**src/rtl/adc_ril_pkg.sv**
```systemverilog
package adc_ril_pkg;

   typedef enum logic {
      LK_OPEN = 1'b0,
      LK_HELD = 1'b1
   } lock_e;

   localparam int unsigned DEF_RES_W  = 10;
   localparam int unsigned DEF_BYTE_W = 8;
   localparam int unsigned DEF_ADDR_W = 2;

endpackage

```
**src/rtl/adc_ril_formatter.sv**
```systemverilog
module adc_ril_formatter #(
   parameter int unsigned RES_W  = adc_ril_pkg::DEF_RES_W,
   parameter int unsigned BYTE_W = adc_ril_pkg::DEF_BYTE_W
) (
   input  logic [RES_W-1:0]  data_i,
   input  logic              left_i,
   output logic [BYTE_W-1:0] lo_o,
   output logic [BYTE_W-1:0] hi_o
);
   localparam int unsigned PAIR_W = 2 * BYTE_W;
   localparam int unsigned PAD_W  = PAIR_W - RES_W;

   logic [PAIR_W-1:0] right_w;
   logic [PAIR_W-1:0] left_w;
   logic [PAIR_W-1:0] word_w;

   generate
      if (PAD_W == 0) begin : g_nopad
         assign right_w = data_i;
         assign left_w  = data_i;
      end else begin : g_pad
         assign right_w = {{PAD_W{1'b0}}, data_i};
         assign left_w  = {data_i, {PAD_W{1'b0}}};
      end
   endgenerate

   assign word_w = left_i ? left_w : right_w;
   assign lo_o   = word_w[BYTE_W-1:0];
   assign hi_o   = word_w[PAIR_W-1:BYTE_W];

endmodule

```
**src/rtl/adc_ril_lock.sv**
```systemverilog
module adc_ril_lock
   import adc_ril_pkg::*;
(
   input  logic clk,
   input  logic rst_n,
   input  logic lo_rd_i,
   input  logic hi_rd_i,
   input  logic done_i,
   output logic held_o,
   output logic store_o
);
   lock_e state_q;
   lock_e state_d;

   always_comb begin
      state_d = state_q;
      if (lo_rd_i) begin
         state_d = LK_HELD;
      end else if (hi_rd_i) begin
         state_d = LK_OPEN;
      end
   end

   always_ff @(posedge clk or negedge rst_n) begin
      if (!rst_n) begin
         state_q <= LK_OPEN;
      end else begin
         state_q <= state_d;
      end
   end

   // A low read in the same cycle blocks the store; a high read releases it.
   assign store_o = done_i && !lo_rd_i && ((state_q == LK_OPEN) || hi_rd_i);
   assign held_o  = (state_q == LK_HELD);

endmodule

```
**src/rtl/adc_ril_store.sv**
```systemverilog
module adc_ril_store #(
   parameter int unsigned BYTE_W = adc_ril_pkg::DEF_BYTE_W
) (
   input  logic              clk,
   input  logic              rst_n,
   input  logic              we_i,
   input  logic [BYTE_W-1:0] lo_d,
   input  logic [BYTE_W-1:0] hi_d,
   output logic [BYTE_W-1:0] lo_q,
   output logic [BYTE_W-1:0] hi_q
);
   always_ff @(posedge clk or negedge rst_n) begin
      if (!rst_n) begin
         lo_q <= '0;
         hi_q <= '0;
      end else if (we_i) begin
         lo_q <= lo_d;
         hi_q <= hi_d;
      end
   end
endmodule

```
**src/rtl/adc_ril_flag.sv**
```systemverilog
module adc_ril_flag (
   input  logic clk,
   input  logic rst_n,
   input  logic set_i,
   input  logic clr_i,
   output logic flag_o
);
   always_ff @(posedge clk or negedge rst_n) begin
      if (!rst_n) begin
         flag_o <= 1'b0;
      end else if (set_i) begin
         flag_o <= 1'b1;
      end else if (clr_i) begin
         flag_o <= 1'b0;
      end
   end
endmodule

```
**src/rtl/adc_result_interlock.sv**
```systemverilog
module adc_result_interlock #(
   parameter int unsigned RES_W     = adc_ril_pkg::DEF_RES_W,
   parameter int unsigned BYTE_W    = adc_ril_pkg::DEF_BYTE_W,
   parameter int unsigned ADDR_W    = adc_ril_pkg::DEF_ADDR_W,
   parameter int unsigned LO_ADDR   = 0,
   parameter int unsigned HI_ADDR   = 1,
   parameter int unsigned FLAG_ADDR = 2,
   parameter int unsigned FLAG_BIT  = 0
) (
   input  logic              clk,
   input  logic              rst_n,
   input  logic              conv_done_i,
   input  logic [RES_W-1:0]  conv_data_i,
   input  logic              left_adj_i,
   input  logic              bus_rd_i,
   input  logic              bus_wr_i,
   input  logic [ADDR_W-1:0] bus_addr_i,
   input  logic [BYTE_W-1:0] bus_wdata_i,
   output logic [BYTE_W-1:0] bus_rdata_o,
   input  logic              irq_ack_i,
   output logic              irq_o
);
   localparam logic [ADDR_W-1:0] A_LO   = ADDR_W'(LO_ADDR);
   localparam logic [ADDR_W-1:0] A_HI   = ADDR_W'(HI_ADDR);
   localparam logic [ADDR_W-1:0] A_FLAG = ADDR_W'(FLAG_ADDR);

   generate
      if (RES_W <= BYTE_W || RES_W > 2 * BYTE_W) begin : g_bad_width
         $error("RES_W must exceed BYTE_W and fit in two bytes");
      end
      if (LO_ADDR == HI_ADDR || LO_ADDR == FLAG_ADDR || HI_ADDR == FLAG_ADDR) begin : g_bad_map
         $error("register addresses must be distinct");
      end
      if (LO_ADDR >= (1 << ADDR_W) || HI_ADDR >= (1 << ADDR_W) ||
          FLAG_ADDR >= (1 << ADDR_W)) begin : g_bad_addr
         $error("register address exceeds ADDR_W");
      end
      if (FLAG_BIT >= BYTE_W) begin : g_bad_bit
         $error("FLAG_BIT outside the data byte");
      end
   endgenerate

   logic              lo_rd;
   logic              hi_rd;
   logic              w1c_clr;
   logic              locked;
   logic              store;
   logic [BYTE_W-1:0] lo_fmt;
   logic [BYTE_W-1:0] hi_fmt;
   logic [BYTE_W-1:0] lo_q;
   logic [BYTE_W-1:0] hi_q;
   logic              flag_q;
   logic              unused_wdata;

   assign lo_rd        = bus_rd_i && (bus_addr_i == A_LO);
   assign hi_rd        = bus_rd_i && (bus_addr_i == A_HI);
   assign w1c_clr      = bus_wr_i && (bus_addr_i == A_FLAG) && bus_wdata_i[FLAG_BIT];
   assign unused_wdata = ^bus_wdata_i;

   adc_ril_formatter #(.RES_W(RES_W), .BYTE_W(BYTE_W)) u_fmt (
      .data_i (conv_data_i),
      .left_i (left_adj_i),
      .lo_o   (lo_fmt),
      .hi_o   (hi_fmt)
   );

   adc_ril_lock u_lock (
      .clk     (clk),
      .rst_n   (rst_n),
      .lo_rd_i (lo_rd),
      .hi_rd_i (hi_rd),
      .done_i  (conv_done_i),
      .held_o  (locked),
      .store_o (store)
   );

   adc_ril_store #(.BYTE_W(BYTE_W)) u_store (
      .clk   (clk),
      .rst_n (rst_n),
      .we_i  (store),
      .lo_d  (lo_fmt),
      .hi_d  (hi_fmt),
      .lo_q  (lo_q),
      .hi_q  (hi_q)
   );

   adc_ril_flag u_flag (
      .clk    (clk),
      .rst_n  (rst_n),
      .set_i  (conv_done_i),
      .clr_i  (w1c_clr || irq_ack_i),
      .flag_o (flag_q)
   );

   always_comb begin
      bus_rdata_o = '0;
      if (bus_addr_i == A_LO) begin
         bus_rdata_o = lo_q;
      end else if (bus_addr_i == A_HI) begin
         bus_rdata_o = hi_q;
      end else if (bus_addr_i == A_FLAG) begin
         bus_rdata_o[FLAG_BIT] = flag_q;
      end
   end

   assign irq_o = flag_q;

endmodule

```
**config.mk**
```make
export PLATFORM = sky130hd
export DESIGN_NAME = adc_result_interlock
export DESIGN_NICKNAME = d
export VERILOG_FILES = /design/src/rtl/adc_ril_pkg.sv /design/src/rtl/adc_ril_formatter.sv /design/src/rtl/adc_ril_lock.sv /design/src/rtl/adc_ril_store.sv /design/src/rtl/adc_ril_flag.sv /design/src/rtl/adc_result_interlock.sv
export SDC_FILE = /design/constraint.sdc
export NUM_CORES = 1
export LEC_CHECK = 0
export ABC_AREA = 0
export BUFFER_PORTS_ARGS = -buffer_cell sky130_fd_sc_hd__buf_2
export CORE_UTILIZATION = 35
export CTS_CLUSTER_SIZE = 24
export DETAILED_ROUTE_END_ITERATION = 16
export PLACE_DENSITY = 0.66
export SYNTH_ARGS = -nofsm -noshare
export SYNTH_HDL_FRONTEND = slang
export SYNTH_SLANG_ARGS = --single-unit
export TNS_END_PERCENT = 10
```
**constraint.sdc**
```tcl
create_clock -name clk -period 2.5 [get_ports clk]
set_clock_uncertainty 0.05 [all_clocks]
set_input_delay 0.25 -clock clk [delete_from_list [all_inputs] [get_ports clk]]
set_output_delay 0.25 -clock clk [all_outputs]
set_load 0.02 [all_outputs]
```
==> impl_metrics.prom, run 1 <==
# TYPE chip_impl_metric gauge
chip_impl_metric{name="fin_util",unit="%"} 43.4
chip_impl_metric{name="gr-usage-all-layers",unit="%"} 12.5
chip_impl_metric{name="wire_length_of_the_first_global_routing_pass",unit="um"} 3010
chip_impl_metric{name="die_width",unit="um"} 55.8
chip_impl_metric{name="power.switching_fraction",unit="%"} 28.0
chip_impl_info{name="kind_of_cell_with_the_highest_combined_delay_on_the_critical_path",value="flip-flops"} 1
chip_impl_metric{name="route.vias.total",unit=""} 677
chip_impl_metric{name="area_enclosed_by_the_die_boundary",unit="sq mm"} 0.00312
chip_impl_info{name="cp_cell_sequence",value="a211oi_4, buf_4, mux2_2"} 1
chip_impl_metric{name="antenna_violating_nets_post_route",unit=""} 0
chip_impl_metric{name="maxSlewViolCount",unit=""} 0
chip_impl_metric{name="power.switching",unit="mW"} 0.205
chip_impl_metric{name="antenna_found_initial",unit=""} 0
chip_impl_metric{name="finalCritPeriodShare",unit="%"} 57.7
chip_impl_metric{name="detailedRoute.firstIterationViolations",unit=""} 11
chip_impl_metric{name="postSynthCellCount",unit=""} 87
chip_impl_metric{name="tightest_slew",unit="ns"} 0.404
chip_impl_metric{name="maximum_fanout_encountered_on_the_critical_timing_path",unit=""} 16
chip_impl_metric{name="relative_area_change_from_synthesis_to_final_layout",unit="%"} 18.0
chip_impl_metric{name="die_height",unit="um"} 55.8
chip_impl_metric{name="post_cts_resized",unit=""} 0
chip_impl_info{name="worst_path_max_delay_cell",value="sky130_fd_sc_hd__dfrtp_1"} 1
chip_impl_info{name="cts_tree",value="yes"} 1
chip_impl_metric{name="clock.fmax",unit="MHz"} 693
chip_impl_metric{name="power_frac_seq",unit="%"} 49.8
chip_impl_info{name="timing.hold.worst_endpoint",value="u_flag.flag_o"} 1
chip_impl_metric{name="yosys_register_bits",unit=""} 18
chip_impl_metric{name="drive_above_1_share",unit="%"} 44.8
chip_impl_metric{name="route.detailed.wl_per_inst",unit="um"} 11.9
chip_impl_metric{name="setup_tns",unit="ns"} 0
chip_impl_metric{name="clk_pwr_share",unit="%"} 24.4
chip_impl_metric{name="synthesis.area_per_instance",unit="sq um"} 11.7
chip_impl_metric{name="cell_internal_power",unit="mW"} 0.526
chip_impl_metric{name="cell_depth_of_the_worst_hold_path",unit=""} 2
chip_impl_info{name="critical_path.endpoint_type",value="flop"} 1
chip_impl_info{name="crit_type",value="flop to flop"} 1
chip_impl_metric{name="clock_path_buffers",unit=""} 2
chip_impl_metric{name="sequential_element_share_of_the_synthesized_area",unit="%"} 44.4
chip_impl_metric{name="placementRows",unit=""} 19
chip_impl_metric{name="cts.sink_count",unit=""} 18
chip_impl_metric{name="synth.yosys.warnings",unit=""} 0
chip_impl_metric{name="finalNetCount",unit=""} 144
chip_impl_metric{name="drt_pre_antenna_iters",unit=""} 3
chip_impl_metric{name="final.fill_count",unit=""} 300
chip_impl_metric{name="clkLatencyLatePin",unit="ns"} 0.29
chip_impl_metric{name="max-slew-margin-rel",unit="%"} 73.1
chip_impl_metric{name="synthesis.nets",unit=""} 114
chip_impl_metric{name="finalWeightedCongestion",unit=""} 0.670
chip_impl_metric{name="port_buffers",unit=""} 28
chip_impl_metric{name="max_stage_delay",unit="ns"} 0.42
chip_impl_metric{name="antennaDiodeCount",unit=""} 0
chip_impl_metric{name="crit_required",unit="ns"} 2.64
chip_impl_metric{name="cts_max_level",unit=""} 1
chip_impl_metric{name="yosys.cell_types.count",unit=""} 19
chip_impl_metric{name="power_leakage",unit="nW"} 0.618
chip_impl_metric{name="post_synth_instance_area",unit="sq mm"} 0.00101
chip_impl_metric{name="peak_supply_drop",unit="mV"} 0.422
chip_impl_metric{name="final_hold_viol_count",unit=""} 0
chip_impl_metric{name="min_period",unit="ns"} 1.44
chip_impl_info{name="status",value="completed"} 1
chip_impl_info{name="worst_setup_path_start_kind",value="flop"} 1
chip_impl_metric{name="hpwlAfterDp",unit="um"} 1290
chip_impl_metric{name="cts.clk_slew.worst_paths",unit="ns"} 0.10
chip_impl_metric{name="cts_setup_buffers",unit=""} 0
chip_impl_info{name="r2r_start",value="u_lock.held_o"} 1
chip_impl_metric{name="routed_wl",unit="um"} 1750
chip_impl_metric{name="r2r.worst_path.cells",unit=""} 3
chip_impl_metric{name="grt_pass1_vias",unit=""} 680
chip_impl_metric{name="critical_path_buf_inv_count",unit=""} 1
chip_impl_metric{name="drc",unit=""} 0
chip_impl_metric{name="worst_hold_margin",unit="ns"} 0.107
chip_impl_metric{name="num_io_pins",unit=""} 36
chip_impl_metric{name="power_frac_comb",unit="%"} 25.7
chip_impl_metric{name="timing.max_cap.violations",unit=""} 0
chip_impl_metric{name="power.density_cell_area",unit="mW/mm^2"} 610
chip_impl_info{name="timing.rr.end",value="u_store.lo_q[2]"} 1
chip_impl_metric{name="detail_route.vias_per_cell",unit=""} 4.61
chip_impl_info{name="hold_path_startpoint",value="conv_done_i"} 1
chip_impl_metric{name="setup-violations-final",unit=""} 0
chip_impl_info{name="library_cell_used_as_clock_root_buffer",value="sky130_fd_sc_hd__clkbuf_4"} 1
chip_impl_metric{name="maximum_number_of_pins_on_one_net_before_global_route_repair",unit=""} 19
chip_impl_metric{name="core_region_area",unit="sq mm"} 0.00276
chip_impl_metric{name="cp_data_arrival_time",unit="ns"} 1.58
chip_impl_metric{name="floorplan.initialDensity",unit="%"} 36.8
chip_impl_metric{name="reg2reg_setup_slack",unit="ns"} 1.06
chip_impl_metric{name="cts_inserted_buffers",unit=""} 3
chip_impl_info{name="worstHoldPathType",value="primary input to flop"} 1
chip_impl_info{name="grt_setup_unrepaired",value="false"} 1
chip_impl_metric{name="grt_overflow_total",unit=""} 0
[power by group through the flow]
stage	logic [mW]	clock network (mW)	registers [mW]
after global routing	0.206	0.203	0.371
after CTS	0.192	0.191	0.365
after global placement	0.186	0	0.368
after detailed placement	0.190	0	0.371
final	0.188	0.178	0.364
after floorplan	0.145	0	0.365
[layout make-up]
| type | instances | area, sq um | area share, % |
|---|---|---|---|
| Clock buffer | 4 | 36.3 | 3.03 |
| Tap cell | 31 | 38.8 | 3.24 |
| Timing Repair Buffer | 30 | 158 | 13.2 |
| Sequential cell | 18 | 450 | 37.6 |
| Multi-Input combinational cell | 56 | 484 | 40.4 |
| Inverter | 8 | 30.0 | 2.51 |
[worst reg2reg max path: stages (launching register included)]
cell and delay [ns]:
sky130_fd_sc_hd__dfrtp_1 0.42, sky130_fd_sc_hd__a211oi_4 0.20, sky130_fd_sc_hd__buf_4 0.30, sky130_fd_sc_hd__mux2_2 0.37
[how the worst max path moves through the flow]
| stage | depth (start not counted) | slack [ns] | startpoint | to |
|---|---|---|---|---|
| floorplan | 4 | 1.01 | bus_addr_i[1] | u_store.hi_q[0] |
| global placement | 5 | 0.76 | bus_addr_i[1] | u_store.lo_q[2] |
| detailed placement | 5 | 0.74 | bus_addr_i[1] | u_store.lo_q[2] |
| CTS | 3 | 1.05 | u_lock.held_o | u_store.lo_q[2] |
| global route | 3 | 1.0 | u_lock.held_o | u_store.lo_q[5] |
| finish | 3 | 1.06 | u_lock.held_o | u_store.lo_q[2] |
[layout by cell type, fill, tap and decap left out]
master	netlist	final
sky130_fd_sc_hd__dlygate4sd3_1	0	1
sky130_fd_sc_hd__dfrtp_1	18	18
sky130_fd_sc_hd__inv_1	8	8
sky130_fd_sc_hd__nor3b_4	1	1
sky130_fd_sc_hd__nand3_1	1	1
sky130_fd_sc_hd__a211oi_4	1	1
sky130_fd_sc_hd__nor2b_1	6	6
sky130_fd_sc_hd__buf_2	0	28
sky130_fd_sc_hd__clkbuf_4	0	3
sky130_fd_sc_hd__nand2_1	7	7
sky130_fd_sc_hd__nor2_1	7	7
sky130_fd_sc_hd__a21o_2	1	1
sky130_fd_sc_hd__mux2i_1	14	14
sky130_fd_sc_hd__and2b_2	1	1
sky130_fd_sc_hd__mux2_2	10	10
sky130_fd_sc_hd__mux2_4	4	4
sky130_fd_sc_hd__nand2b_1	1	1
sky130_fd_sc_hd__o21ai_0	1	1
sky130_fd_sc_hd__clkbuf_8	0	1
sky130_fd_sc_hd__a31o_2	1	1
sky130_fd_sc_hd__buf_4	0	1
[synthesized netlist by cell type]
library cell / number / area, sq um
sky130_fd_sc_hd__nor2_1: 7 / 26.3
sky130_fd_sc_hd__nand3_1: 1 / 5.00
sky130_fd_sc_hd__mux2_4: 4 / 60.1
sky130_fd_sc_hd__nand2b_1: 1 / 6.26
sky130_fd_sc_hd__nor3b_4: 1 / 18.8
sky130_fd_sc_hd__buf_12: 1 / 20.0
sky130_fd_sc_hd__a211oi_4: 1 / 20.0
sky130_fd_sc_hd__a21o_2: 1 / 8.76
sky130_fd_sc_hd__dfrtp_1: 18 / 450
sky130_fd_sc_hd__mux2i_1: 14 / 140
sky130_fd_sc_hd__o21ai_0: 1 / 5.00
sky130_fd_sc_hd__nor2b_1: 6 / 37.5
sky130_fd_sc_hd__a31o_2: 1 / 8.76
sky130_fd_sc_hd__nand2_1: 7 / 26.3
sky130_fd_sc_hd__clkbuf_1: 2 / 7.51
sky130_fd_sc_hd__inv_1: 8 / 30.0
sky130_fd_sc_hd__and2b_2: 1 / 8.76
sky130_fd_sc_hd__mux2_2: 10 / 113
sky130_fd_sc_hd__buf_6: 2 / 22.5
[logic make-up (layout without fill, tap and decap cells)]
logic type	after synthesis	in the layout	synth area share (%)
compound gates	4	4	4.19
buf+inv	13	42	7.89
flops	18	18	44.4
mux	28	28	30.8
simple gates	24	24	12.7
[stage by stage]
step / total power, mW / cells / setup slack (ns) / area (sq um)
final: 0.730 / 147 / 1.06 / 1200
after detailed placement: 0.560 / 142 / 0.742 / 1150
after global placement: 0.554 / 142 / 0.764 / 1150
after global routing: 0.780 / 147 / 0.998 / 1200
after floorplan: 0.510 / 87 / 1.01 / 1010
after CTS: 0.747 / 147 / 1.05 / 1200
[metal layers]
metal,share of wire [%],track usage (%),routed length [um],vias up
li1,-,-,-,345
met3,6.3,5.35,110,3
met2,46,19.6,796,20
met5,0,0,0,-
met4,0.57,2.09,10,0
met1,48,16.3,830,309
[sequential cells by signal (all words and copies together) (netlist names)]
| signal | flops |
|---|---|
| u_store.hi_q | 8 |
| u_store.lo_q | 8 |
| u_flag.flag_o | 1 |
| u_lock.held_o | 1 |
[what timing repair did]
action / 4_1_cts / 5_1_grt
hold buffers: 1 / 0
setup endpoints to repair: 0 / 0
endpoints found under the hold margin: 18 / 0
Note: power is estimated with default switching activity, not from simulation.
==> inputs of run 2 (changes only) <==
--- a/config.mk
+++ b/config.mk
@@ -5,7 +5,7 @@
 export SDC_FILE = /design/constraint.sdc
 export NUM_CORES = 1
 export LEC_CHECK = 0
-export ABC_AREA = 0
+export ABC_AREA = 1
 export BUFFER_PORTS_ARGS = -buffer_cell sky130_fd_sc_hd__buf_2
 export CORE_UTILIZATION = 35
 export CTS_CLUSTER_SIZE = 24
==> constraint.sdc (replaced) <==
create_clock -name clk -period 1.4 [get_ports clk]
set_clock_uncertainty 0.05 [all_clocks]
set_input_delay 0.14 -clock clk [delete_from_list [all_inputs] [get_ports clk]]
set_output_delay 0.14 -clock clk [all_outputs]
set_load 0.02 [all_outputs]
==> impl_metrics.prom, run 2 <==
# TYPE chip_impl_metric gauge
chip_impl_metric{name="clock.fmax",unit="MHz"} 791
chip_impl_info{name="critical_path.endpoint_type",value="primary output"} 1
chip_impl_metric{name="detail_route.vias_per_cell",unit=""} 4.78
chip_impl_metric{name="peak_supply_drop",unit="mV"} 0.529
chip_impl_info{name="worst_setup_path_start_kind",value="flop"} 1
chip_impl_metric{name="synthesis.nets",unit=""} 154
chip_impl_metric{name="gr-usage-all-layers",unit="%"} 15.9
chip_impl_metric{name="post_synth_instance_area",unit="sq um"} 972
chip_impl_metric{name="synthesis.area_per_instance",unit="sq um"} 7.65
chip_impl_metric{name="detailedRoute.firstIterationViolations",unit=""} 17
chip_impl_info{name="grt_setup_unrepaired",value="false"} 1
chip_impl_info{name="synth.area.top_cells",value="sky130_fd_sc_hd__dfrtp_1, sky130_fd_sc_hd__nand2_1, sky130_fd_sc_hd__nand3_1"} 1
chip_impl_metric{name="antennaDiodeCount",unit=""} 0
chip_impl_metric{name="postSynthCellCount",unit=""} 127
chip_impl_metric{name="grt.met1_usage",unit="%"} 20.7
chip_impl_metric{name="r2r.worst_path.cells",unit=""} 4
chip_impl_metric{name="wire_length_of_the_first_global_routing_pass",unit="um"} 3420
chip_impl_metric{name="power.density_cell_area",unit="mW/mm^2"} 1100
chip_impl_metric{name="final_hold_viol_count",unit=""} 0
chip_impl_metric{name="route.detailed.wl_per_inst",unit="um"} 10.6
chip_impl_metric{name="floorplan.initialDensity",unit="%"} 38.2
chip_impl_metric{name="maximum_fanout_encountered_on_the_critical_timing_path",unit=""} 2
chip_impl_metric{name="cell_depth_of_the_worst_hold_path",unit=""} 3
chip_impl_metric{name="routed_wl",unit="um"} 1990
chip_impl_metric{name="maximum_number_of_pins_on_one_net_before_global_route_repair",unit=""} 21
chip_impl_metric{name="antenna_found_initial",unit=""} 0
chip_impl_metric{name="tightest_slew",unit="ns"} 0.383
chip_impl_info{name="largest_registers",value="u_store.hi_q (8), u_store.lo_q (8)"} 1
chip_impl_metric{name="grt_overflow_total",unit=""} 0
chip_impl_info{name="library_cell_used_as_clock_root_buffer",value="sky130_fd_sc_hd__clkbuf_4"} 1
chip_impl_info{name="status",value="completed"} 1
chip_impl_metric{name="finalCritPeriodShare",unit="%"} 90.3
chip_impl_metric{name="drt_pre_antenna_iters",unit=""} 4
chip_impl_info{name="layout_common_cells",value="sky130_fd_sc_hd__nand2_1, sky130_fd_sc_hd__buf_2, sky130_fd_sc_hd__nand3_1, sky130_fd_sc_hd__dfrtp_1, sky130_fd_sc_hd__inv_1"} 1
chip_impl_metric{name="crit_required",unit="ns"} 1.21
chip_impl_metric{name="die_height",unit="um"} 54.7
chip_impl_metric{name="global_route.usage.met2",unit="%"} 26.1
chip_impl_metric{name="cts_setup_buffers",unit=""} 0
chip_impl_info{name="timing.rr.end",value="u_store.lo_q[3]"} 1
chip_impl_metric{name="grt_pass1_vias",unit=""} 831
chip_impl_info{name="timing.hold.worst_endpoint",value="u_flag.flag_o"} 1
chip_impl_metric{name="clkLatencyLatePin",unit="ns"} 0.29
chip_impl_info{name="hold_path_startpoint",value="conv_done_i"} 1
chip_impl_metric{name="synth_largest_type_area_fraction",unit="%"} 46.3
chip_impl_metric{name="route.vias.total",unit=""} 903
chip_impl_metric{name="yosys_register_bits",unit=""} 18
chip_impl_metric{name="placement.setup.worst_slack",unit="ns"} 0.212
chip_impl_info{name="globalRoute.busiestLayer",value="met2"} 1
chip_impl_metric{name="power_leakage",unit="nW"} 0.710
chip_impl_metric{name="cts.sink_count",unit=""} 18
chip_impl_metric{name="synth_edf_count",unit=""} 0
chip_impl_metric{name="max-slew-margin-rel",unit="%"} 74.5
chip_impl_metric{name="drc",unit=""} 0
chip_impl_metric{name="core_region_area",unit="sq mm"} 0.00254
chip_impl_metric{name="timing.max_cap.violations",unit=""} 0
chip_impl_metric{name="finalNetCount",unit=""} 187
chip_impl_info{name="crit_type",value="flop to primary output"} 1
chip_impl_metric{name="reg2reg_setup_slack",unit="ns"} 0.39
chip_impl_info{name="yosysMostFrequentCell",value="sky130_fd_sc_hd__nand2_1"} 1
chip_impl_info{name="synthDominantAreaCellType",value="sky130_fd_sc_hd__dfrtp_1"} 1
chip_impl_metric{name="relative_area_change_from_synthesis_to_final_layout",unit="%"} 23.2
chip_impl_info{name="layout.cells.most_common",value="sky130_fd_sc_hd__nand2_1"} 1
chip_impl_metric{name="cts.clk_slew.worst_paths",unit="ns"} 0.10
chip_impl_metric{name="placementRows",unit=""} 18
chip_impl_metric{name="sequential_element_share_of_the_synthesized_area",unit="%"} 46.3
chip_impl_metric{name="min_period",unit="ns"} 1.26
chip_impl_metric{name="synth.yosys.warnings",unit=""} 0
chip_impl_metric{name="port_buffers",unit=""} 28
chip_impl_metric{name="worst_hold_margin",unit="ns"} 0.0500
chip_impl_metric{name="postSynth.asyncResetShare",unit="%"} 100
chip_impl_metric{name="setup_tns",unit="ns"} 0
chip_impl_info{name="cts_tree",value="yes"} 1
chip_impl_metric{name="met3_track_demand_over_resource_in_global_routing",unit="%"} 1.67
chip_impl_metric{name="area_enclosed_by_the_die_boundary",unit="sq mm"} 0.00299
chip_impl_metric{name="die_width",unit="um"} 54.7
chip_impl_info{name="ys.flop_type",value="sky130_fd_sc_hd__dfrtp_1"} 1
chip_impl_metric{name="yosys.cell_types.count",unit=""} 18
chip_impl_metric{name="cts_inserted_buffers",unit=""} 3
chip_impl_metric{name="finalWeightedCongestion",unit=""} 0.767
chip_impl_metric{name="setup-violations-final",unit=""} 0
chip_impl_info{name="worstHoldPathType",value="primary input to flop"} 1
chip_impl_info{name="synth.top_cells.by_count",value="sky130_fd_sc_hd__nand2_1, sky130_fd_sc_hd__dfrtp_1, sky130_fd_sc_hd__nand3_1"} 1
chip_impl_metric{name="cp_data_arrival_time",unit="ns"} 1.07
chip_impl_info{name="r2r_start",value="u_lock.held_o"} 1
chip_impl_metric{name="hpwlAfterDp",unit="um"} 1520
chip_impl_metric{name="clock_path_buffers",unit=""} 2
chip_impl_metric{name="antenna_violating_nets_post_route",unit=""} 0
chip_impl_metric{name="num_io_pins",unit=""} 36
chip_impl_metric{name="maxSlewViolCount",unit=""} 0
chip_impl_metric{name="final_setup_margin",unit="ns"} 0.135
chip_impl_metric{name="cts_max_level",unit=""} 1
chip_impl_metric{name="drive_above_1_share",unit="%"} 24.5
==> run 2: cell types whose count changed after synthesis, moves of 4 or more <==
cell                      delta
sky130_fd_sc_hd__inv_1       +6
sky130_fd_sc_hd__mux2i_1    -14
sky130_fd_sc_hd__nand2_1    +36
sky130_fd_sc_hd__mux2_4      -4
sky130_fd_sc_hd__a22o_1      +7
sky130_fd_sc_hd__a21oi_1     +4
sky130_fd_sc_hd__nor2b_1     -6
sky130_fd_sc_hd__nand3_1    +17
sky130_fd_sc_hd__mux2_2     -10
sky130_fd_sc_hd__nor2_1      +4
==> run 2: per-layer routing <==
| metal | vias to the layer above | wire, um |
|---|---|---|
| li1 | 473 | - |
| met1 | 400 | 987 |
| met2 | 28 | 885 |
| met3 | 2 | 101 |
| met4 | 0 | 19 |
| met5 | - | 0 |
==> run 2: cell type report <==
type	count	area, sq um
inverters	14	52.6
fillers	268	1350
flip-flops and latches	18	450
clock buffers	4	36.3
repair buffers	33	183
well taps	30	37.5
multi-input cells	90	438
==> run 2: worst max path at each step <==
stage,start,to,slack (ns),cells after the start
after floorplan,u_lock.held_o,u_store.lo_q[1],0.42,5
final,u_store.lo_q[2],bus_rdata_o[2],0.14,2
after CTS,u_store.lo_q[5],bus_rdata_o[5],0.13,2
after global routing,u_store.lo_q[2],bus_rdata_o[2],0.1,2
after global placement,bus_addr_i[1],u_store.lo_q[3],0.22,6
after detailed placement,bus_addr_i[1],u_store.lo_q[3],0.21,6
==> run 2: what timing repair did <==
item,4_1_cts,5_1_grt
resized for setup,0,0
hold buffers,2,0
setup endpoints to repair,0,0
hold endpoints to repair,19,0
==> run 2: where the power goes <==
part	internal, mW	switching (mW)
Sequential	0.612	0.0500
Combinational	0.131	0.206
Clock	0.158	0.156
Total	0.901	0.412
==> run 2: critical path, cell delays in order, from the launching register on <==
cell and delay, ns:
sky130_fd_sc_hd__dfrtp_1 0.41, sky130_fd_sc_hd__a22o_1 0.23, sky130_fd_sc_hd__buf_2 0.15
==> run 2: cells by family (layout without fill, tap and decap cells) <==
family / after synthesis / in the layout / share of synthesized area (%)
AO/OA/AOI/OAI: 13 / 13 / 10.6
buffers and inverters: 19 / 51 / 8.62
flip-flops: 18 / 18 / 46.3
AND/OR/NAND/NOR: 77 / 77 / 34.5
==> run 2: stage by stage <==
stage	instance area [sq um]	power [mW]	std cells	util, %
after floorplan	972	0.894	127	-
after global placement	1140	0.999	183	44.8
after detailed placement	1140	1.01	183	44.8
after CTS	1200	1.33	189	47.1
after global routing	1200	1.41	189	47.1
final	1200	1.31	189	47.1
==> inputs of run 3 (changes only) <==
--- a/config.mk
+++ b/config.mk
@@ -7,10 +7,11 @@
 export LEC_CHECK = 0
 export ABC_AREA = 1
 export BUFFER_PORTS_ARGS = -buffer_cell sky130_fd_sc_hd__buf_2
-export CORE_UTILIZATION = 35
+export CORE_UTILIZATION = 25
 export CTS_CLUSTER_SIZE = 24
 export DETAILED_ROUTE_END_ITERATION = 16
-export PLACE_DENSITY = 0.66
+export PLACE_DENSITY = 0.52
+export REMOVE_ABC_BUFFERS = 1
 export SYNTH_ARGS = -nofsm -noshare
 export SYNTH_HDL_FRONTEND = slang
 export SYNTH_SLANG_ARGS = --single-unit
==> impl_metrics.prom, run 3 (synthesis results as in run 2) <==
# TYPE chip_impl_metric gauge
chip_impl_metric{name="relative_area_change_from_synthesis_to_final_layout",unit="%"} 26.5
chip_impl_info{name="critPathLaunch",value="u_store.lo_q[7]"} 1
chip_impl_metric{name="max-slew-margin-rel",unit="%"} 73.0
chip_impl_metric{name="finalCritPeriodShare",unit="%"} 88.1
chip_impl_metric{name="grt_overflow_total",unit=""} 0
chip_impl_metric{name="grt_pass1_vias",unit=""} 907
chip_impl_metric{name="peak_supply_drop",unit="mV"} 0.308
chip_impl_info{name="crit_type",value="flop to primary output"} 1
chip_impl_metric{name="total_power_consumption",unit="mW"} 1.36
chip_impl_metric{name="setup-violations-final",unit=""} 0
chip_impl_metric{name="route.detailed.wl_per_inst",unit="um"} 11.1
chip_impl_metric{name="max_stage_delay",unit="ns"} 0.39
chip_impl_metric{name="storage_cell_area",unit="sq um"} 450
chip_impl_metric{name="fin_util",unit="%"} 33.3
chip_impl_info{name="worst_path_max_delay_cell",value="sky130_fd_sc_hd__dfrtp_1"} 1
chip_impl_metric{name="maximum_number_of_pins_on_one_net_before_global_route_repair",unit=""} 21
chip_impl_metric{name="dpl_cells",unit=""} 203
chip_impl_metric{name="cts_inserted_buffers",unit=""} 3
chip_impl_metric{name="layoutNonFillerInstCount",unit=""} 207
chip_impl_metric{name="antenna_found_initial",unit=""} 0
chip_impl_metric{name="die_width",unit="um"} 64.4
chip_impl_info{name="worst_setup_path_start_kind",value="flop"} 1
chip_impl_metric{name="detail_route.vias_per_cell",unit=""} 4.35
chip_impl_metric{name="setup_tns",unit="ns"} 0
chip_impl_info{name="critical_path.endpoint_type",value="primary output"} 1
chip_impl_metric{name="wire_length_of_the_first_global_routing_pass",unit="um"} 3970
chip_impl_info{name="layout.cells.most_common",value="sky130_fd_sc_hd__nand2_1"} 1
chip_impl_metric{name="drt_pre_antenna_iters",unit=""} 4
chip_impl_metric{name="route.vias.total",unit=""} 900
chip_impl_info{name="grt_setup_unrepaired",value="false"} 1
chip_impl_metric{name="cts.clk_slew.worst_paths",unit="ns"} 0.07
chip_impl_metric{name="multi_input_area",unit="sq um"} 438
chip_impl_metric{name="placementRows",unit=""} 22
chip_impl_metric{name="min_period",unit="ns"} 1.23
chip_impl_metric{name="port_buffers",unit=""} 28
chip_impl_info{name="library_cell_used_as_clock_root_buffer",value="sky130_fd_sc_hd__clkbuf_8"} 1
chip_impl_metric{name="antennaDiodeCount",unit=""} 0
chip_impl_info{name="r2r_start",value="u_lock.held_o"} 1
chip_impl_metric{name="timing.max_cap.violations",unit=""} 0
chip_impl_metric{name="maxSlewViolCount",unit=""} 0
chip_impl_info{name="cts_tree",value="yes"} 1
chip_impl_metric{name="final_hold_viol_count",unit=""} 0
chip_impl_metric{name="floorplan.initialDensity",unit="%"} 26.4
chip_impl_info{name="hold_path_startpoint",value="irq_ack_i"} 1
chip_impl_metric{name="maximum_fanout_encountered_on_the_critical_timing_path",unit=""} 2
chip_impl_metric{name="routed_wl",unit="um"} 2290
chip_impl_metric{name="drive_above_1_share",unit="%"} 25.2
chip_impl_metric{name="placement.setup.worst_slack",unit="ns"} 0.197
chip_impl_metric{name="drc",unit=""} 0
chip_impl_info{name="layout_common_cells",value="sky130_fd_sc_hd__nand2_1, sky130_fd_sc_hd__buf_2, sky130_fd_sc_hd__nand3_1, sky130_fd_sc_hd__dfrtp_1, sky130_fd_sc_hd__inv_1"} 1
chip_impl_metric{name="power.density_cell_area",unit="mW/mm^2"} 1110
chip_impl_metric{name="core_region_area",unit="sq mm"} 0.00369
chip_impl_metric{name="final.fill_count",unit=""} 407
chip_impl_info{name="cp_cell_sequence",value="a22o_1, buf_2"} 1
chip_impl_metric{name="gr-usage-all-layers",unit="%"} 12.5
chip_impl_metric{name="area_enclosed_by_the_die_boundary",unit="sq mm"} 0.00414
chip_impl_metric{name="crit_required",unit="ns"} 1.21
chip_impl_metric{name="power_leakage",unit="nW"} 0.717
chip_impl_metric{name="num_io_pins",unit=""} 36
chip_impl_metric{name="die_height",unit="um"} 64.4
chip_impl_metric{name="post_cts_resized",unit=""} 0
chip_impl_metric{name="clock_path_buffers",unit=""} 2
chip_impl_metric{name="clkLatencyLatePin",unit="ns"} 0.25
chip_impl_metric{name="detailedRoute.firstIterationViolations",unit=""} 24
chip_impl_metric{name="clock.fmax",unit="MHz"} 810
chip_impl_info{name="status",value="completed"} 1
chip_impl_metric{name="cts_max_level",unit=""} 1
chip_impl_metric{name="final_setup_margin",unit="ns"} 0.166
chip_impl_metric{name="tightest_slew",unit="ns"} 0.406
chip_impl_info{name="worstHoldPathType",value="primary input to flop"} 1
chip_impl_metric{name="cts.sink_count",unit=""} 18
chip_impl_metric{name="antenna_violating_nets_post_route",unit=""} 0
chip_impl_metric{name="finalNetCount",unit=""} 188
chip_impl_info{name="largest_registers",value="u_store.hi_q (8), u_store.lo_q (8)"} 1
chip_impl_metric{name="finalWeightedCongestion",unit=""} 0.746
chip_impl_metric{name="cp_data_arrival_time",unit="ns"} 1.04
chip_impl_metric{name="hpwlAfterDp",unit="um"} 1690
==> run 3: report_power, final <==
| group | internal, mW | switching, mW |
|---|---|---|
| sequential | 0.613 | 0.0539 |
| clock | 0.191 | 0.157 |
| combinational | 0.133 | 0.215 |
| total | 0.937 | 0.426 |
==> run 3: routing by layer <==
metal / GRT usage (%) / wire, um / vias to the layer above
met5: 0 / 0 / -
met3: 2.32 / 125 / 2
met2: 22.1 / 1070 / 24
li1: - / - / 467
met4: 4.17 / 13 / 0
met1: 15.0 / 1080 / 407
==> run 3: per-stage QoR <==
step                      hold WS, ns  instance area [sq um]
after CTS                      0.0291                   1230
after global placement         0.0416                   1180
final                          0.0280                   1230
after floorplan                -0.206                    941
after detailed placement       0.0489                   1180
after global routing           0.0410                   1230
==> run 3: path summary, 6_finish.rpt <==
kind | slack, ns | cells past startpoint | to
setup / recovery | 0.17 | 2 | bus_rdata_o[7]
hold / removal | 0.03 | 2 | u_flag.flag_o
setup reg to reg | 0.35 | 4 | u_store.hi_q[1]
hold reg to reg | 0.42 | 2 | u_store.hi_q[6]
max in group asynchronous | 0.70 | 2 | u_store.hi_q[5]
min in group asynchronous | 0.30 | 2 | u_flag.flag_o
==> run 3: timing repair <==
| action | 4_1_cts | 5_1_grt |
|---|---|---|
| endpoints found under the setup margin | 0 | 0 |
| hold buffers | 1 | 0 |
| setup buffers | 0 | 0 |
| endpoints found under the hold margin | 18 | 0 |
==> run 3: layout make-up <==
class	count	area share, %
sequential	18	36.6
tap	48	4.88
multi-input combinational	90	35.6
timing repair buffer	34	15.3
clock buffer	3	3.36
inverter	14	4.27
==> run 3: critical path: cells and delay by family (launching register included) <==
| kind | cells | cell delay (ns) |
|---|---|---|
| flip-flops | 1 | 0.39 |
| buffers and inverters | 1 | 0.16 |
| AO/OA/AOI/OAI | 1 | 0.25 |
